$ cat src/rtl/scdram_pkg.sv
package scdram_pkg;

  typedef enum logic [1:0] {
    SEL_ROW,
    SEL_COL,
    SEL_REF
  } addrSel_e;

  typedef enum logic [3:0] {
    ST_IDLE,
    ST_ROWSET,
    ST_RAH,
    ST_RD,
    ST_WSET,
    ST_WR,
    ST_PAGE,
    ST_PRE,
    ST_REFSET,
    ST_REFRAS
  } state_e;

  // Strobes from control to datapath plus the decoded memory pins
  typedef struct packed {
    logic     latchReq;
    logic     latchRead;
    logic     refDone;
    addrSel_e addrSel;
    logic     rasN;
    logic     casN;
    logic     weN;
    logic     dqOe;
  } strobe_t;

endpackage

$ cat src/rtl/scdram_reftimer.sv
module scdram_reftimer #(
  parameter int REF_PERIOD = 780
) (
  input  logic clk,
  input  logic rst_n,
  input  logic refTake,
  output logic refPending
);
  localparam int RC_W = (REF_PERIOD < 2) ? 1 : $clog2(REF_PERIOD);
  localparam logic [RC_W-1:0] LAST = RC_W'(REF_PERIOD - 1);

  logic [RC_W-1:0] refCnt;
  logic            tick;

  assign tick = (refCnt == LAST);

  always_ff @(posedge clk or negedge rst_n) begin
    if (!rst_n) begin
      refCnt     <= '0;
      refPending <= 1'b0;
    end else begin
      refCnt <= tick ? '0 : refCnt + RC_W'(1);
      if (tick)         refPending <= 1'b1;
      else if (refTake) refPending <= 1'b0;
    end
  end
endmodule

$ cat src/rtl/scdram_fsm.sv
module scdram_fsm
  import scdram_pkg::*;
#(
  parameter int T_RAH     = 1,
  parameter int T_CAC     = 4,
  parameter int T_WP      = 2,
  parameter int T_RP      = 3,
  parameter int T_REF_RAS = 4
) (
  input  logic    clk,
  input  logic    rst_n,
  input  logic    reqValid,
  input  logic    reqWrite,
  input  logic    rowHit,
  input  logic    refPending,
  output logic    reqReady,
  output logic    refTake,
  output strobe_t stb
);
  localparam int M1    = (T_RAH > T_CAC) ? T_RAH : T_CAC;
  localparam int M2    = (M1 > T_WP) ? M1 : T_WP;
  localparam int M3    = (M2 > T_RP) ? M2 : T_RP;
  localparam int T_MAX = (M3 > T_REF_RAS) ? M3 : T_REF_RAS;
  localparam int CNT_W = (T_MAX < 2) ? 1 : $clog2(T_MAX);

  localparam logic [CNT_W-1:0] LD_RAH = CNT_W'(T_RAH - 1);
  localparam logic [CNT_W-1:0] LD_CAC = CNT_W'(T_CAC - 1);
  localparam logic [CNT_W-1:0] LD_WP  = CNT_W'(T_WP - 1);
  localparam logic [CNT_W-1:0] LD_RP  = CNT_W'(T_RP - 1);
  localparam logic [CNT_W-1:0] LD_REF = CNT_W'(T_REF_RAS - 1);

  state_e           state, stateNxt;
  logic [CNT_W-1:0] cnt, cntNxt;
  logic             pageWrite, pageWriteNxt;
  logic             cntDone;

  assign cntDone = (cnt == '0);

  always_comb begin
    stateNxt      = state;
    cntNxt        = cntDone ? cnt : cnt - CNT_W'(1);
    pageWriteNxt  = pageWrite;
    reqReady      = 1'b0;
    refTake       = 1'b0;
    stb.latchReq  = 1'b0;
    stb.latchRead = 1'b0;
    stb.refDone   = 1'b0;
    stb.addrSel   = SEL_ROW;
    stb.rasN      = 1'b1;
    stb.casN      = 1'b1;
    stb.weN       = 1'b1;
    stb.dqOe      = 1'b0;
    case (state)
      ST_IDLE: begin
        reqReady = !refPending;
        if (refPending) begin
          refTake  = 1'b1;
          stateNxt = ST_REFSET;
        end else if (reqValid) begin
          stb.latchReq = 1'b1;
          pageWriteNxt = reqWrite;
          stateNxt     = ST_ROWSET;
        end
      end
      ST_ROWSET: begin
        stateNxt = ST_RAH;
        cntNxt   = LD_RAH;
      end
      ST_RAH: begin
        stb.rasN = 1'b0;
        if (cntDone) begin
          stateNxt = pageWrite ? ST_WSET : ST_RD;
          cntNxt   = LD_CAC;
        end
      end
      ST_RD: begin
        stb.rasN    = 1'b0;
        stb.casN    = 1'b0;
        stb.addrSel = SEL_COL;
        if (cntDone) begin
          stb.latchRead = 1'b1;
          stateNxt      = ST_PAGE;
        end
      end
      ST_WSET: begin
        stb.rasN    = 1'b0;
        stb.weN     = 1'b0;
        stb.dqOe    = 1'b1;
        stb.addrSel = SEL_COL;
        stateNxt    = ST_WR;
        cntNxt      = LD_WP;
      end
      ST_WR: begin
        stb.rasN    = 1'b0;
        stb.casN    = 1'b0;
        stb.weN     = 1'b0;
        stb.dqOe    = 1'b1;
        stb.addrSel = SEL_COL;
        if (cntDone) stateNxt = ST_PAGE;
      end
      ST_PAGE: begin
        stb.rasN    = 1'b0;
        stb.casN    = pageWrite;
        stb.addrSel = SEL_COL;
        if (refPending) begin
          stateNxt = ST_PRE;
          cntNxt   = LD_RP;
        end else if (reqValid) begin
          if (rowHit && (reqWrite == pageWrite)) begin
            reqReady     = 1'b1;
            stb.latchReq = 1'b1;
            stateNxt     = reqWrite ? ST_WSET : ST_RD;
            cntNxt       = LD_CAC;
          end else begin
            stateNxt = ST_PRE;
            cntNxt   = LD_RP;
          end
        end
      end
      ST_PRE: begin
        if (cntDone) stateNxt = ST_IDLE;
      end
      ST_REFSET: begin
        stb.addrSel = SEL_REF;
        stateNxt    = ST_REFRAS;
        cntNxt      = LD_REF;
      end
      ST_REFRAS: begin
        stb.rasN    = 1'b0;
        stb.addrSel = SEL_REF;
        if (cntDone) begin
          stb.refDone = 1'b1;
          stateNxt    = ST_PRE;
          cntNxt      = LD_RP;
        end
      end
      default: stateNxt = ST_IDLE;
    endcase
  end

  always_ff @(posedge clk or negedge rst_n) begin
    if (!rst_n) begin
      state     <= ST_IDLE;
      cnt       <= '0;
      pageWrite <= 1'b0;
    end else begin
      state     <= stateNxt;
      cnt       <= cntNxt;
      pageWrite <= pageWriteNxt;
    end
  end
endmodule

$ cat src/rtl/scdram_datapath.sv
module scdram_datapath
  import scdram_pkg::*;
#(
  parameter int MUX_W  = 8,
  parameter int DATA_W = 4
) (
  input  logic                 clk,
  input  logic                 rst_n,
  input  strobe_t              stb,
  input  logic [2*MUX_W-1:0]   reqAddr,
  input  logic [DATA_W-1:0]    reqWdata,
  input  logic [DATA_W-1:0]    dramDqIn,
  output logic                 rowHit,
  output logic [MUX_W-1:0]     dramA,
  output logic [DATA_W-1:0]    dramDqOut,
  output logic                 rspValid,
  output logic [DATA_W-1:0]    rspData
);
  logic [MUX_W-1:0]  rowReg, colReg, refRow;
  logic [DATA_W-1:0] wdataReg;

  assign rowHit    = (reqAddr[2*MUX_W-1:MUX_W] == rowReg);
  assign dramDqOut = wdataReg;

  always_comb begin
    case (stb.addrSel)
      SEL_COL: dramA = colReg;
      SEL_REF: dramA = refRow;
      default: dramA = rowReg;
    endcase
  end

  always_ff @(posedge clk or negedge rst_n) begin
    if (!rst_n) begin
      rowReg   <= '0;
      colReg   <= '0;
      refRow   <= '0;
      wdataReg <= '0;
      rspValid <= 1'b0;
      rspData  <= '0;
    end else begin
      if (stb.latchReq) begin
        rowReg   <= reqAddr[2*MUX_W-1:MUX_W];
        colReg   <= reqAddr[MUX_W-1:0];
        wdataReg <= reqWdata;
      end
      if (stb.refDone) refRow <= refRow + MUX_W'(1);
      rspValid <= stb.latchRead;
      if (stb.latchRead) rspData <= dramDqIn;
    end
  end
endmodule

$ cat src/rtl/scdram_ctrl.sv
module scdram_ctrl
  import scdram_pkg::*;
#(
  parameter int MUX_W      = 8,
  parameter int DATA_W     = 4,
  parameter int T_RAH      = 1,
  parameter int T_CAC      = 4,
  parameter int T_WP       = 2,
  parameter int T_RP       = 3,
  parameter int T_REF_RAS  = 4,
  parameter int REF_PERIOD = 780
) (
  input  logic                clk,
  input  logic                rst_n,
  input  logic                reqValid,
  output logic                reqReady,
  input  logic                reqWrite,
  input  logic [2*MUX_W-1:0]  reqAddr,
  input  logic [DATA_W-1:0]   reqWdata,
  output logic                rspValid,
  output logic [DATA_W-1:0]   rspData,
  output logic [MUX_W-1:0]    dramA,
  output logic                dramRasN,
  output logic                dramCasN,
  output logic                dramWeN,
  output logic [DATA_W-1:0]   dramDqOut,
  output logic                dramDqOe,
  input  logic [DATA_W-1:0]   dramDqIn
);
  strobe_t stb;
  logic    rowHit, refPending, refTake;

  scdram_reftimer #(.REF_PERIOD(REF_PERIOD)) u_timer (
    .clk(clk), .rst_n(rst_n), .refTake(refTake), .refPending(refPending)
  );

  scdram_fsm #(
    .T_RAH(T_RAH), .T_CAC(T_CAC), .T_WP(T_WP), .T_RP(T_RP), .T_REF_RAS(T_REF_RAS)
  ) u_fsm (
    .clk(clk), .rst_n(rst_n), .reqValid(reqValid), .reqWrite(reqWrite),
    .rowHit(rowHit), .refPending(refPending), .reqReady(reqReady),
    .refTake(refTake), .stb(stb)
  );

  scdram_datapath #(.MUX_W(MUX_W), .DATA_W(DATA_W)) u_dp (
    .clk(clk), .rst_n(rst_n), .stb(stb), .reqAddr(reqAddr), .reqWdata(reqWdata),
    .dramDqIn(dramDqIn), .rowHit(rowHit), .dramA(dramA), .dramDqOut(dramDqOut),
    .rspValid(rspValid), .rspData(rspData)
  );

  assign dramRasN = stb.rasN;
  assign dramCasN = stb.casN;
  assign dramWeN  = stb.weN;
  assign dramDqOe = stb.dqOe;
endmodule

$ cat config.mk
export PLATFORM = sky130hd
export DESIGN_NAME = scdram_ctrl
export DESIGN_NICKNAME = d
export VERILOG_FILES = /design/src/rtl/scdram_pkg.sv /design/src/rtl/scdram_reftimer.sv /design/src/rtl/scdram_fsm.sv /design/src/rtl/scdram_datapath.sv /design/src/rtl/scdram_ctrl.sv
export SDC_FILE = /design/constraint.sdc
export NUM_CORES = 1
export LEC_CHECK = 0
export BUFFER_PORTS_ARGS = -buffer_cell sky130_fd_sc_hd__buf_2
export CAP_MARGIN = 0
export CORE_ASPECT_RATIO = 2
export CORE_MARGIN = 3
export CORE_UTILIZATION = 55
export CTS_CLUSTER_SIZE = 24
export DETAILED_ROUTE_END_ITERATION = 6
export PLACE_DENSITY_LB_ADDON = 0.15
export SYNTH_ARGS = -nofsm -noshare
export SYNTH_HDL_FRONTEND = slang
export SYNTH_SLANG_ARGS = --single-unit
$ cat constraint.sdc
create_clock -name clk -period 4.1 [get_ports clk]
set_input_delay 0.205 -clock clk [delete_from_list [all_inputs] [get_ports clk]]
set_output_delay 0.205 -clock clk [all_outputs]
set_load 0.1 [all_outputs]
* After elaboration in Yosys (flattened, before gate mapping)
Index checks and enable logic that the tools add are counted.
** Operators by class
- Reductions and logical operators :: 12
- Mux-type cells :: 39
- Add/subtract/negate cells :: 3
- Eq/ne operators :: 20
- Bitwise gates (word level) :: 1
** Operators with widths (number)
- 4-bit two-way mux :: 9
- 4-bit one-hot mux with 9 select lines :: 1
- 4-bit by 3-bit equality test with 1-bit output (second input constant) :: 4
- 8-bit one-hot mux with 2 select lines :: 1
- 1-bit two-way mux :: 14
- 2-bit two-way mux :: 6
- 2-bit one-hot mux with 6 select lines :: 1
- 10-bit by 1-bit adder with 10-bit output (second input constant) :: 1
- 10-bit equality test (second input constant) :: 1
- 10-bit two-way mux :: 1
- 8-bit by 1-bit adder with 8-bit output (second input constant) :: 1
- 4-bit by 2-bit equality test with 1-bit output (second input constant) :: 2
- 4-bit equality test (second input constant) :: 2
- 8-bit equality test :: 1
- 2-bit by 1-bit inequality test with 1-bit output (second input constant) :: 4
- 3-bit two-way mux :: 2
- 3-bit inequality test (second input constant) :: 2
- 1-bit one-hot mux with 2 select lines :: 3
- 6-bit AND reduction :: 1
- 2-bit OR reduction :: 3
- 6-bit OR reduction :: 1
- 4-bit by 1-bit equality test with 1-bit output (second input constant) :: 1
- 4-bit zero test :: 1
- 2-bit one-hot mux with 2 select lines :: 1
- 11 further kinds :: 11
** Word-level totals
- Output and inout port bits :: 22
- Register bits :: 51

* Longest topological paths before layout
- Depth in word-level cells :: 6
- Gate-level depth with buffers :: 9

* Modules after synthesis
A second synthesis with hierarchy kept.
** Unflattened totals
- Cell total of the unflattened synthesis :: 270
- Area total of the unflattened synthesis :: 2781.4 µm²
** By module, submodules not included
- scdram_datapath :: instances 1, area an instance 1507.7 µm², seq. area each 825.8 µm², cells an instance 121
- scdram_fsm :: instances 1, area an instance 770.7 µm², seq. area each 175.2 µm², cells an instance 104
- scdram_reftimer :: instances 1, area an instance 503.0 µm², seq. area each 275.3 µm², cells an instance 45

* Worst setup path after synthesis
OpenSTA, ideal clock, no wires.
- Path kind :: flip-flop to output port
- Start point :: register u_fsm.state[0]
- End point :: output port dramA[0]
- Stages on the path, launching flop included :: 8
- Data required time :: 3.895 ns
- Data arrival time :: 3.861 ns
- Slack :: 0.034 ns
- Cell sequence :: dfrtp_1 clkbuf_1 nand2_1 xnor2_1 or2_2 ha_1 clkbuf_1 o21ai_0
** Between the ends
- Word-level cells in the longest chain between the ends :: 5
** Ends and longest elaborated chain
- start: declaration :: RTL line scdram_fsm.sv:32 : state_e state, stateNxt;
- start signal: assignment :: RTL line scdram_fsm.sv:147 : state <= stateNxt;
- 4-bit by 2-bit equality test with 1-bit output, or another cell as far along :: RTL line scdram_fsm.sv:53 : case (state)
- 4-bit OR reduction (no line) / 2-bit OR reduction (equally long branches)
- 2-bit one-hot mux with 2 select lines * :: RTL line scdram_fsm.sv:53
- 2-bit equality test / 2-bit by 1-bit equality test with 1-bit output (equally long branches) :: RTL line scdram_datapath.sv:26 : case (stb.addrSel)
- 8-bit one-hot mux with 2 select lines * :: RTL line scdram_datapath.sv:26
- end: declaration :: RTL line scdram_ctrl.sv:22 : output logic [MUX_W-1:0] dramA,
Mark *: on every way between the ends. The rest lies on a longest branch, timed or not.

* Worst setup path after layout
- Start point :: register u_fsm.state[1]
- End point :: output port dramA[7]
The elaborated chain is that of the path after synthesis.

==> results.yml <==
run_status:
  outcome: "finished with violations"
  violations: "negative hold slack"
global_routing:
  grt_overflow: 0
  grtUsageTotal_pct: 21.8
  grt_max_degree: 52
  grt_pass1_vias: 2263
  antenna_found_initial: 0
  grt_pass1_wl_um: 10600
clock_network:
  cts_buffer_depth: 2
  cts_hold_buf: 0
  clock_sinks: 51
  path_clk_slew_ns: 0.09
  cts_resized: 0
  cts_setup_buffers: 0
  cts_made_buffers: 5
  cts-root-buf: "clkbuf_8"
  htreeDepth: 2
  cts_tree: "done"
  worstSkewPairLatency_ns: 0.30
detailed_routing:
  wl_per_cell_um: 16.1
  drt-initial-drc-count: 73
  firstDrtPassIters: 4
  num_vias: 2272
  drc_errors: 0
  vias_per_cell: 5.92
  wl_um: 6200
  antenna_left: 0
worst_setup_path:
  worstPathRequired_ns: 3.89
  worstPathMaxFanout: 24
  cp-start-kind: "register"
  critPathKind: "reg2out"
  critPathCaptureType: "output pin"
  worst_ep_arrival_time_ns: 2.85
place:
  place_hpwl_um: 4670
  routabilityCongestion: 0.859
  port_buffers: 49
  dp_slack_ns: 1.41
sta:
  slew_violations: 0
  relSlewSlack_pct: 26.6
  hold_viol_final: 7
  holdWs_ns: -0.0108
  layout_setup_ws_ns: 1.05
  tns_ns: 0
  rsz0062_at_grt: "no"
  worst_slew_pin_slew_ns: 1.09
  setup-violations-final: 0
  fin_skew_ns: 0.00668
  period_needed_ns: 3.05
  finalCritPeriodShare_pct: 74.5
  max_freq_mhz: 327
synthesis:
  synth_common_cells: "51 x dfrtp_1, 33 x nand2_1, 20 x mux2_4"
  yosys.area.top_type: "dfrtp_1"
  synth-seq-cells: 51
  yosysSeqAreaShare_pct: 44.2
  synth_most_common_cell: "dfrtp_1"
  synth_compound_area_share_pct: 13.6
  syn-cell-area_mm2: 0.00289
  synth_cell_types: 48
  synthMuxAreaShare_pct: 11.2
  yosysWarnings: 0
  synth_top_family_by_area: "simple AND/OR/NAND/NOR gates"
  syn-num-nets: 319
  synth_top_cell_area_share_pct: 44.2
  yosys.area_share.adder_pct: 3.04
  synth-simple-area-share_pct: 16.9
  avgSynthCellArea_um2: 10.2
  synthTopCellsByArea: "dfrtp_1 44%, mux2_4 10%, xnor2_1 4.9%, nand2_1 4.3%, o21ai_0 3.3%"
  synth-edff-count: 0
  async_flop_share_pct: 100
  synth-xor-area-share_pct: 6.98
  yosys_most_used_dff: "dfrtp_1"
  syn_inst: 284
floorplanning:
  core_mm2: 0.00495
  die_x_um: 57.2
  ios: 50
  start_util_pct: 58.2
  die_h_um: 108
  rows: 36
  design.die.area_mm2: 0.00620
finish:
  n_fill_cell: 433
  finalNetCount: 361
  area_delta_synth_final_pct: 12.9
  n_antenna_cell: 0
  fin_util_pct: 65.8
  drive_gt1_share_pct: 26.6
min_path:
  hp-class: "in2async"
flow_run:
  maxCapViolCount: 0
[cells by family (layout without fill, tap and decap cells)]
logic type,Yosys count,in the layout
fa+ha+maj,7,7
mux,22,22
simple gates,94,94
compound gates,60,60
buf+inv,27,70
xor+xnor,23,23
flops,51,51
[placed cells by master, fill, tap and decap left out, drive strengths merged, types with 2 or more instances in the layout]
cell	count
clkinv	2
inv	12
a221o	2
buf	50
a21o	2
nand2b	8
xnor2	16
nor2	16
or2	2
clkbuf	5
nand3	5
o22a	2
nor4	2
and3	2
a21oi	13
or3	7
mux2	22
o211ai	2
xor2	7
o21ai	19
or4	2
nor3	2
nand4	6
a31oi	2
nand2	33
ha	7
nor2b	5
a21boi	2
a22oi	8
dfrtp	51
[path summary, 6_finish.rpt]
check / start / slack (ns) / cells past startpoint / endpoint
worst max register to register: u_fsm.state[1] / 1.44 / 4 / u_dp.colReg[5]
worst min-delay path: rst_n / -0.01 / 2 / u_fsm.cnt[0]
min in group clk: dramDqIn[0] / 0.10 / 3 / u_dp.rspData[0]
worst min register to register: u_timer.refCnt[0] / 0.46 / 1 / u_timer.refCnt[0]
max in group asynchronous: rst_n / 3.68 / 2 / u_dp.rspData[1]
worst max-delay path: u_fsm.state[1] / 1.05 / 7 / dramA[7]
[flip-flops by register name, indices dropped and copies added (netlist names)]
register and cells:
u_fsm.state 4, u_dp.refRow 8, u_dp.rspData 4, u_dp.rspValid 1, u_fsm.cnt 2, u_timer.refPending 1, u_dp.rowReg 8, u_fsm.pageWrite 1
u_dp.dramDqOut 4, u_dp.colReg 8, u_timer.refCnt 10
[routing by layer]
metal / routed length (um) / vias to the layer above / GRT usage [%]
met5: 0 / - / 0
met2: 3420 / 65 / 39.0
met1: 2360 / 1121 / 25.4
met4: 187 / 0 / 9.62
li1: - / 1071 / -
met3: 226 / 15 / 2.99
[final cells by class]
type | instances | area (um^2) | area share (%)
inverter | 12 | 45.0 | 1.38
clock buffer | 5 | 68.8 | 2.11
sequential | 51 | 1280 | 39.2
timing repair buffer | 50 | 253 | 7.76
tap | 57 | 71.3 | 2.19
multi-input combinational | 206 | 1500 | 46.0
clock inverter | 3 | 43.8 | 1.34
[metrics by stage]
step                      cells  instance area, um^2  hold WS, ns
after floorplan             284                 2890      -0.0906
after global placement      376                 3150        0.344
after detailed placement    376                 3150        0.348
after CTS                   384                 3260       0.0134
after global routing        384                 3260       0.0301
final                       384                 3260      -0.0108
[worst max-delay path: stages (launching register included)]
cell and delay (ns):
dfrtp_1 0.78, nand2_1 0.14, xnor2_1 0.16, or2_2 0.29, ha_1 0.55, nand2_1 0.11, o21ai_0 0.08, buf_2 0.44
Power is left out: the tool's default activity adds up to more than one toggle a clock period on the data nets, which glitch-free logic cannot reach.
